**src/rtl/rxf_pkg.sv**
```systemverilog
package rxf_pkg;

    localparam int DATA_W = 8;
    localparam int ERR_W  = 4;
    localparam int WORD_W = DATA_W + ERR_W;

    // Stored receive word; the error nibble sits above the character.
    typedef struct packed {
        logic              overrun;   // [11]
        logic              brk;       // [10]
        logic              parity;    // [9]
        logic              framing;   // [8]
        logic [DATA_W-1:0] data;      // [7:0]
    } rxf_word_t;

    function automatic rxf_word_t rxf_break_word();
        rxf_word_t w;
        w     = '0;
        w.brk = 1'b1;
        return w;
    endfunction

    function automatic rxf_word_t rxf_char_word(logic [DATA_W-1:0] d,
                                                logic [ERR_W-1:0]  e);
        return rxf_word_t'({e, d});
    endfunction

    function automatic logic [ERR_W-1:0] rxf_err_of(rxf_word_t w);
        return {w.overrun, w.brk, w.parity, w.framing};
    endfunction

endpackage

```
**src/rtl/rxf_src.sv**
```systemverilog
module rxf_src
    import rxf_pkg::*;
(
    input  logic              loop_en,
    input  logic              rx_valid,
    input  logic [DATA_W-1:0] rx_data,
    input  logic [ERR_W-1:0]  rx_err,
    input  logic              brk_evt,
    input  logic              lb_valid,
    input  logic [WORD_W-1:0] lb_word,
    output logic              push_v,
    output rxf_word_t         push_word
);

    always_comb begin
        if (loop_en) begin
            push_v    = lb_valid;
            push_word = rxf_word_t'(lb_word);
        end else if (brk_evt) begin
            push_v    = 1'b1;
            push_word = rxf_break_word();
        end else begin
            push_v    = rx_valid;
            push_word = rxf_char_word(rx_data, rx_err);
        end
    end

endmodule

```
**src/rtl/rxf_mem.sv**
```systemverilog
module rxf_mem
    import rxf_pkg::*;
#(
    parameter  int DEPTH = 16,
    localparam int PW    = $clog2(DEPTH)
) (
    input  logic          clk,
    input  logic          rst,
    input  logic          we,
    input  logic [PW-1:0] wslot,
    input  rxf_word_t     wword,
    input  logic [PW-1:0] rslot,
    output rxf_word_t     rword
);

    rxf_word_t store [DEPTH];

    for (genvar g = 0; g < DEPTH; g++) begin : g_ent
        always_ff @(posedge clk) begin
            if (rst)
                store[g] <= '0;
            else if (we && wslot == PW'(g))
                store[g] <= wword;
        end
    end

    assign rword = store[rslot];

endmodule

```
**src/rtl/rxf_ctl.sv**
```systemverilog
module rxf_ctl #(
    parameter  int DEPTH = 16,
    parameter  int TRIG  = 1,
    localparam int PW    = $clog2(DEPTH),
    localparam int CW    = PW + 1
) (
    input  logic          clk,
    input  logic          rst,
    input  logic          fifo_en,
    input  logic          push_v,
    input  logic          rd_en,
    output logic          wr_en,
    output logic [PW-1:0] wr_slot,
    output logic [PW-1:0] rd_slot,
    output logic [CW-1:0] cnt,
    output logic          full,
    output logic          empty,
    output logic          ready,
    output logic          rd_acc,
    output logic          irq_set,
    output logic          irq_clr
);

    logic          en_q, flush, take;
    logic [PW-1:0] pos, pos_a, mask;
    logic [CW-1:0] lim, cnt_a, cnt_n;

    always_comb begin
        mask    = fifo_en ? PW'(DEPTH - 1) : '0;
        lim     = fifo_en ? CW'(DEPTH) : CW'(1);
        flush   = fifo_en != en_q;
        rd_acc  = rd_en && !flush;
        take    = rd_acc && (cnt != '0);
        cnt_a   = cnt - CW'(take);
        pos_a   = (pos + PW'(take)) & mask;
        wr_en   = push_v && !flush && (cnt_a < lim);
        wr_slot = (pos_a + cnt_a[PW-1:0]) & mask;
        cnt_n   = cnt_a + CW'(wr_en);
        ready   = cnt < lim;
        irq_clr = rd_acc && ((cnt_a + CW'(1)) == CW'(TRIG));
        irq_set = wr_en && (cnt_n == CW'(TRIG));
        rd_slot = pos;
    end

    always_ff @(posedge clk) begin
        en_q <= fifo_en;
        if (rst || flush) begin
            cnt   <= '0;
            pos   <= '0;
            full  <= 1'b0;
            empty <= 1'b1;
        end else begin
            cnt <= cnt_n;
            pos <= pos_a;
            if (rd_acc)
                full <= 1'b0;
            if (wr_en && cnt_n == lim)
                full <= 1'b1;
            if (take && cnt_n == '0)
                empty <= 1'b1;
            if (wr_en)
                empty <= 1'b0;
        end
    end

endmodule

```
**src/rtl/rxf_irqst.sv**
```systemverilog
module rxf_irqst
    import rxf_pkg::*;
(
    input  logic             clk,
    input  logic             rst,
    input  logic             irq_set,
    input  logic             irq_clr,
    input  logic             rd_acc,
    input  logic [ERR_W-1:0] rd_err,
    input  logic             stat_clr,
    output logic             irq,
    output logic [ERR_W-1:0] stat
);

    always_ff @(posedge clk) begin
        if (rst) begin
            irq  <= 1'b0;
            stat <= '0;
        end else begin
            if (irq_set)
                irq <= 1'b1;
            else if (irq_clr)
                irq <= 1'b0;
            if (rd_acc)
                stat <= rd_err;
            else if (stat_clr)
                stat <= '0;
        end
    end

endmodule

```
**src/rtl/rxf_top.sv**
```systemverilog
module rxf_top
    import rxf_pkg::*;
#(
    parameter  int DEPTH = 16,
    parameter  int TRIG  = 1,
    localparam int PW    = $clog2(DEPTH),
    localparam int CW    = PW + 1
) (
    input  logic              clk,
    input  logic              rst,
    input  logic              fifo_en,
    input  logic              loop_en,
    input  logic              rx_valid,
    input  logic [DATA_W-1:0] rx_data,
    input  logic [ERR_W-1:0]  rx_err,
    input  logic              brk_evt,
    input  logic              lb_valid,
    input  logic [WORD_W-1:0] lb_word,
    input  logic              rd_en,
    input  logic              stat_clr,
    output logic [WORD_W-1:0] rd_data,
    output logic [ERR_W-1:0]  stat_err,
    output logic              full,
    output logic              empty,
    output logic              rx_ready,
    output logic              irq_rx
);

    logic          push_v, wr_en, rd_acc, irq_set, irq_clr;
    logic [PW-1:0] wr_slot, rd_slot;
    logic [CW-1:0] cnt_w;
    rxf_word_t     push_word, head;

    rxf_src u_src (
        .loop_en  (loop_en),
        .rx_valid (rx_valid),
        .rx_data  (rx_data),
        .rx_err   (rx_err),
        .brk_evt  (brk_evt),
        .lb_valid (lb_valid),
        .lb_word  (lb_word),
        .push_v   (push_v),
        .push_word(push_word)
    );

    rxf_ctl #(.DEPTH(DEPTH), .TRIG(TRIG)) u_ctl (
        .clk    (clk),
        .rst    (rst),
        .fifo_en(fifo_en),
        .push_v (push_v),
        .rd_en  (rd_en),
        .wr_en  (wr_en),
        .wr_slot(wr_slot),
        .rd_slot(rd_slot),
        .cnt    (cnt_w),
        .full   (full),
        .empty  (empty),
        .ready  (rx_ready),
        .rd_acc (rd_acc),
        .irq_set(irq_set),
        .irq_clr(irq_clr)
    );

    rxf_mem #(.DEPTH(DEPTH)) u_mem (
        .clk  (clk),
        .rst  (rst),
        .we   (wr_en),
        .wslot(wr_slot),
        .wword(push_word),
        .rslot(rd_slot),
        .rword(head)
    );

    rxf_irqst u_irq (
        .clk     (clk),
        .rst     (rst),
        .irq_set (irq_set),
        .irq_clr (irq_clr),
        .rd_acc  (rd_acc),
        .rd_err  (rxf_err_of(head)),
        .stat_clr(stat_clr),
        .irq     (irq_rx),
        .stat    (stat_err)
    );

    assign rd_data = WORD_W'(head);

endmodule

```
**config.mk**
```make
export PLATFORM = sky130hd
export DESIGN_NAME = rxf_top
export DESIGN_NICKNAME = d
export VERILOG_FILES = /design/src/rtl/rxf_pkg.sv /design/src/rtl/rxf_src.sv /design/src/rtl/rxf_mem.sv /design/src/rtl/rxf_ctl.sv /design/src/rtl/rxf_irqst.sv /design/src/rtl/rxf_top.sv
export SDC_FILE = /design/constraint.sdc
export NUM_CORES = 1
export LEC_CHECK = 0
export ABC_AREA = 1
export CORE_MARGIN = 1.5
export CORE_UTILIZATION = 50
export CTS_CLUSTER_DIAMETER = 60
export DETAILED_ROUTE_END_ITERATION = 8
export PLACE_DENSITY = 0.8
export SKIP_LAST_GASP = 1
export SLEW_MARGIN = 20
export SYNTH_ARGS = -nofsm -noshare
export SYNTH_HDL_FRONTEND = slang
export SYNTH_SLANG_ARGS = --single-unit
export TNS_END_PERCENT = 20
```
**constraint.sdc**
```tcl
create_clock -name clk -period 10.2 [get_ports clk]
set_input_delay 2.04 -clock clk [delete_from_list [all_inputs] [get_ports clk]]
set_output_delay 2.04 -clock clk [all_outputs]
set_load 0.05 [all_outputs]
```
==> impl_metrics.json, run 1 <==
{
  "status": "complete, no violations",
  "place.gp.congestion": 0.930,
  "final-setup-viol-count": 0,
  "period_needed_ps": 6410,
  "area_growth_pct": 11.4,
  "cts_max_level": 1,
  "busiest_layer": "met2",
  "crit_required_ps": 10330,
  "die_area_sq_um": 22300,
  "synth_top_cell_by_area": "edfxtp_1",
  "ys_warn_count": 0,
  "use_met1_pct": 34.2,
  "die_y_um": 149,
  "placed_area_sq_um": 11300,
  "met2_usage_pct": 41.6,
  "finalWorstSetupSlack_ps": 3790,
  "synth_top_area_share_pct": 53.8,
  "cp.arrival_ps": 6540,
  "initial_utilization_pct": 51.0,
  "die_w_um": 149,
  "port_buffers": 52,
  "clockBufferDepth": 3,
  "cts.sinks": 209,
  "relSlewSlack_pct": 27.9,
  "hold_end": "u_irq.stat[0]",
  "num_io_pins": 53,
  "hold_viol": 0,
  "drt-initial-drc-count": 1127,
  "path_clk_slew_ps": 60,
  "ant_nets": 0,
  "reg2reg_from": "u_ctl.rd_slot[0]",
  "clkLatencyLatePin_ps": 510,
  "syn_area_sq_um": 10700,
  "route.detailed.drc": 0,
  "fillers": 1676,
  "grt_pass1_vias": 7220,
  "rsz0062_at_grt": "false",
  "cap_violations": 0,
  "ctsResizeCount": 0,
  "worst-path-max-fanout": 12,
  "dp_slack_ps": 3340,
  "synth_ff_type": "edfxtp_1",
  "holdCritPathClass": "reg -> reg",
  "fmax_mhz": 156,
  "postCtsSetupBuffers": 0,
  "critical_path.most_common_cell": "nand2_1",
  "yosysSeqAreaShare_pct": 57.0,
  "final_area_sq_um": 11900,
  "holdWs_ps": 462,
  "synth-edff-count": 192,
  "cts_tree": "done",
  "rrSetupSlack_ps": 5750,
  "grt_usage_pct": 25.3,
  "worst_pin_slew_ps": 1080,
  "grt-ovfl-total": 0,
  "core_area_sq_um": 21000,
  "critPathMaxStageDelay_ps": 760,
  "wl_per_cell_um": 21.0,
  "ys_ff_latch": 209,
  "r2r-end": "u_mem.store[12][5]",
  "crit_family": "simple AND/OR/NAND/NOR gates",
  "postCtsHoldBufs": 0,
  "finalSetupTns_ps": 0,
  "worstHoldStart": "u_irq.stat[0]",
  "startpoint_type": "input pin",
  "syn_inst": 1015,
  "layout.cells.non_filler": 1325,
  "p_total_mw": 2.01,
  "cts_made_buffers": 21,
  "dp_cells": 1287,
  "use_met3_pct": 3.35,
  "fin_nets": 1080,
  "fin_crit_sh_pct": 62.9,
  "drive_gt1_share_pct": 21.3,
  "grt_pass1_wl_mm": 42.0,
  "antenna_found_initial": 0,
  "cts_root_buffer": "clkbuf_16",
  "slowest_stage": "clkdlybuf4s50_1",
  "wirelength_mm": 27.8,
  "synthTopCellsByArea": "edfxtp_1 54%, nor2_2 6.8%, nor2_1 6.5%",
  "peakVddDrop_v": 0.0000976,
  "viasPerCell": 5.92,
  "reg2reg_depth": 16,
  "synthesis.nets": 1060,
  "async_flop_share_pct": 0,
  "synth.avg_cell_area_sq_um": 10.6,
  "whs_path_depth": 2,
  "diodes": 0,
  "cp-end-kind": "register",
  "firstDrtPassIters": 6,
  "skew_ps": 14.8,
  "grt_max_degree": 62,
  "path_buf_inv": 5,
  "num_rows": 53,
  "path_cells": "clkdlybuf4s50_1 > inv_4 > nand2_1 > nand2_1 > nor2_1 > nand2_1 > inv_1 > ha_1 > ha_1 > inv_1 > nand2_1 > nand2_2 > ha_1 > nand3_1 > nand3_1 > inv_1 > nand2_4 > nand3_2 > nand3_4 > nor2_8 > nand2_1 > nand2_1",
  "power-per-cell-area_nw_per_um2": 168,
  "fin_util_pct": 56.8,
  "vias": 7841,
  "dp_hpwl_mm": 17.9,
  "setup.worst_path.class": "in -> reg",
  "power.leakage_nw": 4.34,
  "yosys.cell_types.count": 38,
  "maxSlewViolCount": 0
}
## layer usage
metal / vias up / wire length, um
li1: 3549 / -
met3: 85 / 2910
met1: 3715 / 10500
met5: - / 0
met2: 492 / 13300
met4: 0 / 1060
## worst max-delay path by stage
stage | depth (start not counted) | end | start | slack (ps)
4_1_cts | 22 | u_mem.store[10][7] | fifo_en | 3840
3_5_place_dp | 23 | u_mem.store[10][7] | fifo_en | 3340
2_1_floorplan | 4 | rx_ready | fifo_en | 4870
6_report | 22 | u_mem.store[12][5] | fifo_en | 3790
5_1_grt | 23 | u_mem.store[15][6] | fifo_en | 3340
3_3_place_gp | 22 | u_mem.store[11][5] | fifo_en | 3610
## area by class of cell
class | instances | area [sq um] | area share (%)
repair buffers | 69 | 648 | 5.43
clock buffers | 26 | 544 | 4.56
flip-flops and latches | 209 | 6110 | 51.1
multi-input cells | 684 | 4000 | 33.5
inverters | 50 | 193 | 1.61
well taps | 275 | 344 | 2.88
clock inverters | 12 | 108 | 0.901
## worst min-delay path: stages (launching register included)
cell and delay (ps):
dfxtp_1 310, nand2_1 60, a21oi_1 50
## sequential cells by signal (all words and copies together) (netlist names)
| name | cells |
|---|---|
| u_mem.store | 192 |
| u_ctl.full | 1 |
| u_ctl.rd_slot | 4 |
| u_irq.irq | 1 |
| u_ctl.empty | 1 |
| u_irq.stat | 4 |
| u_ctl.en_q | 1 |
| u_ctl.cnt | 5 |
## logic make-up after synthesis
group / after synthesis / share of synthesized area (%)
AOI/OAI and AO/OA: 177 / 10.0
xor gates and xnor gates: 1 / 0.0817
adders and majority gates: 12 / 1.47
buffers and inverters: 122 / 6.00
DFF: 209 / 57.0
and+or+nand+nor: 494 / 25.5
## synthesized netlist by cell type (6+ instances only)
cell type,number
edfxtp_1,192
nor2_1,187
nor2_2,117
nand2_1,107
o21ai_0,95
inv_1,43
clkbuf_1,31
nand3_1,31
o211ai_1,24
o221ai_1,24
buf_2,19
dfxtp_1,17
buf_6,16
a21oi_1,13
nor2_4,12
a22oi_1,11
ha_1,11
nand3_4,9
o22ai_1,9
nand4_4,8
nor2_8,6
## cells in the final DEF (no fill, tap or decap), types with 2 or more instances in the layout
cell type and instances:
dfxtp_2 2, inv_2 5, inv_1 42, nor2_8 6, ha_1 11, nor2_1 186, nand2_4 4, nand4_4 8
a22oi_1 9, a21oi_1 13, bufinv_16 2, nand3_2 3, nor2_4 12, dfxtp_1 15, nand2_2 4, clkinv_1 6
clkinv_2 4, o211ai_1 24, edfxtp_1 192, nand3_1 31, inv_4 2, clkbuf_16 21, buf_4 17, nand3_4 9
clkdlybuf4s50_1 52, nand2_1 107, o221ai_1 24, o21ai_0 95, nor3_1 2, o22ai_1 8, nor2_2 118, a22oi_2 2
clkbuf_1 5
## power breakdown
group / leakage [nW] / internal [mW] / total [mW] / switching (mW)
clock network: 0.321 / 0.430 / 0.748 / 0.319
registers: 2.13 / 0.973 / 0.985 / 0.0128
logic: 1.89 / 0.0734 / 0.273 / 0.199
No activity file was read; power rests on OpenSTA's default activity.
==> run 2, diff against run 1 <==
==> constraint.sdc (replaced) <==
create_clock -name clk -period 5.9 [get_ports clk]
set_input_delay 1.18 -clock clk [delete_from_list [all_inputs] [get_ports clk]]
set_output_delay 1.18 -clock clk [all_outputs]
set_load 0.05 [all_outputs]
==> run 2 against run 1 <==
- register-to-register slack got worse by 4100 ps
- worst hold slack improved by 1.5 ps
- worst setup slack got worse by 2800 ps
- highest routed layer unchanged
- critical path type unchanged
- clock-buffer cell count did not move
- largest power group unchanged
- global-route usage fell by 0.87 points
- sequential share of layout area fell by 0.22 points
- clock power rose by 74%
- wire length fell by 3.0%
==> impl_metrics.json, run 2 (same netlist as run 1, synthesis figures left out) <==
{
  "p_total_mw": 3.46,
  "postCtsHoldBufs": 0,
  "largest_register_ffs": 192,
  "num_io_pins": 53,
  "hold_viol": 0,
  "grt_pass1_wl_mm": 41.0,
  "peakVddDrop_v": 0.000320,
  "grt-ovfl-total": 0,
  "die_y_um": 149,
  "initial_utilization_pct": 51.0,
  "skew_ps": 21.4,
  "final_cell_mix": "192 x edfxtp_1, 186 x nor2_1, 118 x nor2_2",
  "drt-initial-drc-count": 930,
  "critical_path.most_common_cell": "nand2_1",
  "holdCritPathClass": "reg -> reg",
  "wl_per_cell_um": 20.2,
  "crit_end": "u_mem.store[14][7]",
  "rrSetupSlack_ps": 1640,
  "power.leakage_nw": 4.37,
  "antenna_found_initial": 0,
  "final-setup-viol-count": 0,
  "r2r-end": "u_mem.store[14][7]",
  "grt_max_degree": 104,
  "cts_max_level": 1,
  "ctsResizeCount": 0,
  "power-per-cell-area_nw_per_um2": 289,
  "place.gp.congestion": 0.877,
  "final_common_cell": "edfxtp_1",
  "crit_family": "simple AND/OR/NAND/NOR gates",
  "port_buffers": 52,
  "slowest_stage": "clkdlybuf4s50_1",
  "rsz0062_at_grt": "false",
  "wirelength_mm": 26.9,
  "core_area_sq_um": 21000,
  "cp-end-kind": "register",
  "critPathMaxStageDelay_ps": 550,
  "critPathLaunch": "fifo_en",
  "die_w_um": 149,
  "fmax_mhz": 205,
  "fin_nets": 1085,
  "postCtsSetupBuffers": 0,
  "path_buf_inv": 5,
  "worst-path-max-fanout": 12,
  "clockBufferDepth": 3,
  "area_growth_pct": 11.9,
  "clkLatencyLatePin_ps": 510,
  "worst_pin_slew_ps": 1040,
  "cp.depth": 23,
  "setup.worst_path.class": "in -> reg",
  "reg2reg_from": "u_ctl.rd_slot[0]",
  "cts.sinks": 209,
  "cts_root_buffer": "clkbuf_16",
  "reg2reg_depth": 15,
  "path_clk_slew_ps": 60,
  "top_register": "u_mem.store",
  "diodes": 0,
  "startpoint_type": "input pin",
  "holdWs_ps": 464,
  "drive_gt1_share_pct": 21.7,
  "num_rows": 53,
  "period_needed_ps": 4870,
  "die_area_sq_um": 22300,
  "vias": 7791,
  "firstDrtPassIters": 8,
  "maxSlewViolCount": 0,
  "fin_util_pct": 57.1,
  "path_cells": "clkdlybuf4s50_1 > inv_4 > nand2_1 > nand2_1 > nor2_1 > nand2_1 > inv_1 > ha_1 > ha_1 > inv_1 > nand2_1 > nand2_2 > ha_1 > nand3_1 > nand3_1 > inv_1 > nand2_4 > nand2_2 > nand2_2 > nand3_4 > nor2_8 > nand2_1 > nand2_1",
  "cp.arrival_ps": 5000,
  "relSlewSlack_pct": 30.9,
  "status": "complete, no violations",
  "route.detailed.drc": 0,
  "dp_hpwl_mm": 17.0,
  "ant_nets": 0,
  "cts_tree": "done",
  "viasPerCell": 5.86,
  "grt_pass1_vias": 7218,
  "crit_required_ps": 6030,
  "grt_usage_pct": 24.5,
  "cap_violations": 0,
  "finalSetupTns_ps": 0,
  "fin_crit_sh_pct": 82.6,
  "cts_made_buffers": 21,
  "largestRegisters": "u_mem.store: 192 flops, u_ctl.cnt: 5 flops"
}
## run 2: cell count changes in the layout (fill, tap and decap cells not counted)
cell        before  now
buf_12           0    1
clkinv_2         4    1
clkinvlp_4       0    1
o22ai_2          0    1
buf_4           17   21
clkinv_4         0    2
o22ai_4          1    0
## run 2: routing by layer
metal  track usage (%)  share of wire (%)
met1              33.4                 38
met2              39.4                 47
met3              2.80                 10
met4              10.9                3.9
met5                 0                  0
## run 2: worst min path at each step
| stage | start | end | slack, ps | cells past startpoint |
|---|---|---|---|---|
| 2_1_floorplan | u_ctl.en_q | u_ctl.empty | 590 | 4 |
| 3_3_place_gp | u_irq.stat[0] | u_irq.stat[0] | 450 | 2 |
| 3_5_place_dp | u_irq.stat[2] | u_irq.stat[2] | 460 | 2 |
| 4_1_cts | u_irq.stat[2] | u_irq.stat[2] | 470 | 2 |
| 5_1_grt | u_irq.stat[2] | u_irq.stat[2] | 490 | 2 |
| 6_report | u_irq.stat[2] | u_irq.stat[2] | 460 | 2 |
## run 2: worst register-to-register path: stages (launching register included)
cell and delay [ps]:
dfxtp_2 330, buf_4 720, ha_1 440, ha_1 180, nor2_1 60, nor3_1 250, ha_1 320, nand3_1 100
nand3_1 90, inv_1 110, nand2_4 60, nand3_2 70, nand3_4 330, nor2_8 340, nand2_1 80, nand2_1 410
## run 2: final cells by class
type                       count  area, sq um
timing repair buffer          74          698
sequential                   209         6110
clock buffer                  26          544
inverter                      50          193
multi-input combinational    684         3990
tap                          275          344
clock inverter                12          118
fill                        1691         9030
## run 2: report_power, final
group          switching [mW]  internal [mW]
logic                   0.334          0.129
registers              0.0211           1.68
clock network           0.551          0.746
total                   0.907           2.56
## run 2: per-stage QoR
step	instance area (sq um)	worst slack (ps)	cells
detailed placement	11300	548	1292
finish	12000	1030	1330
CTS	12000	1050	1330
global route	12000	692	1330
floorplan	10700	1430	1015
global placement	11300	715	1292
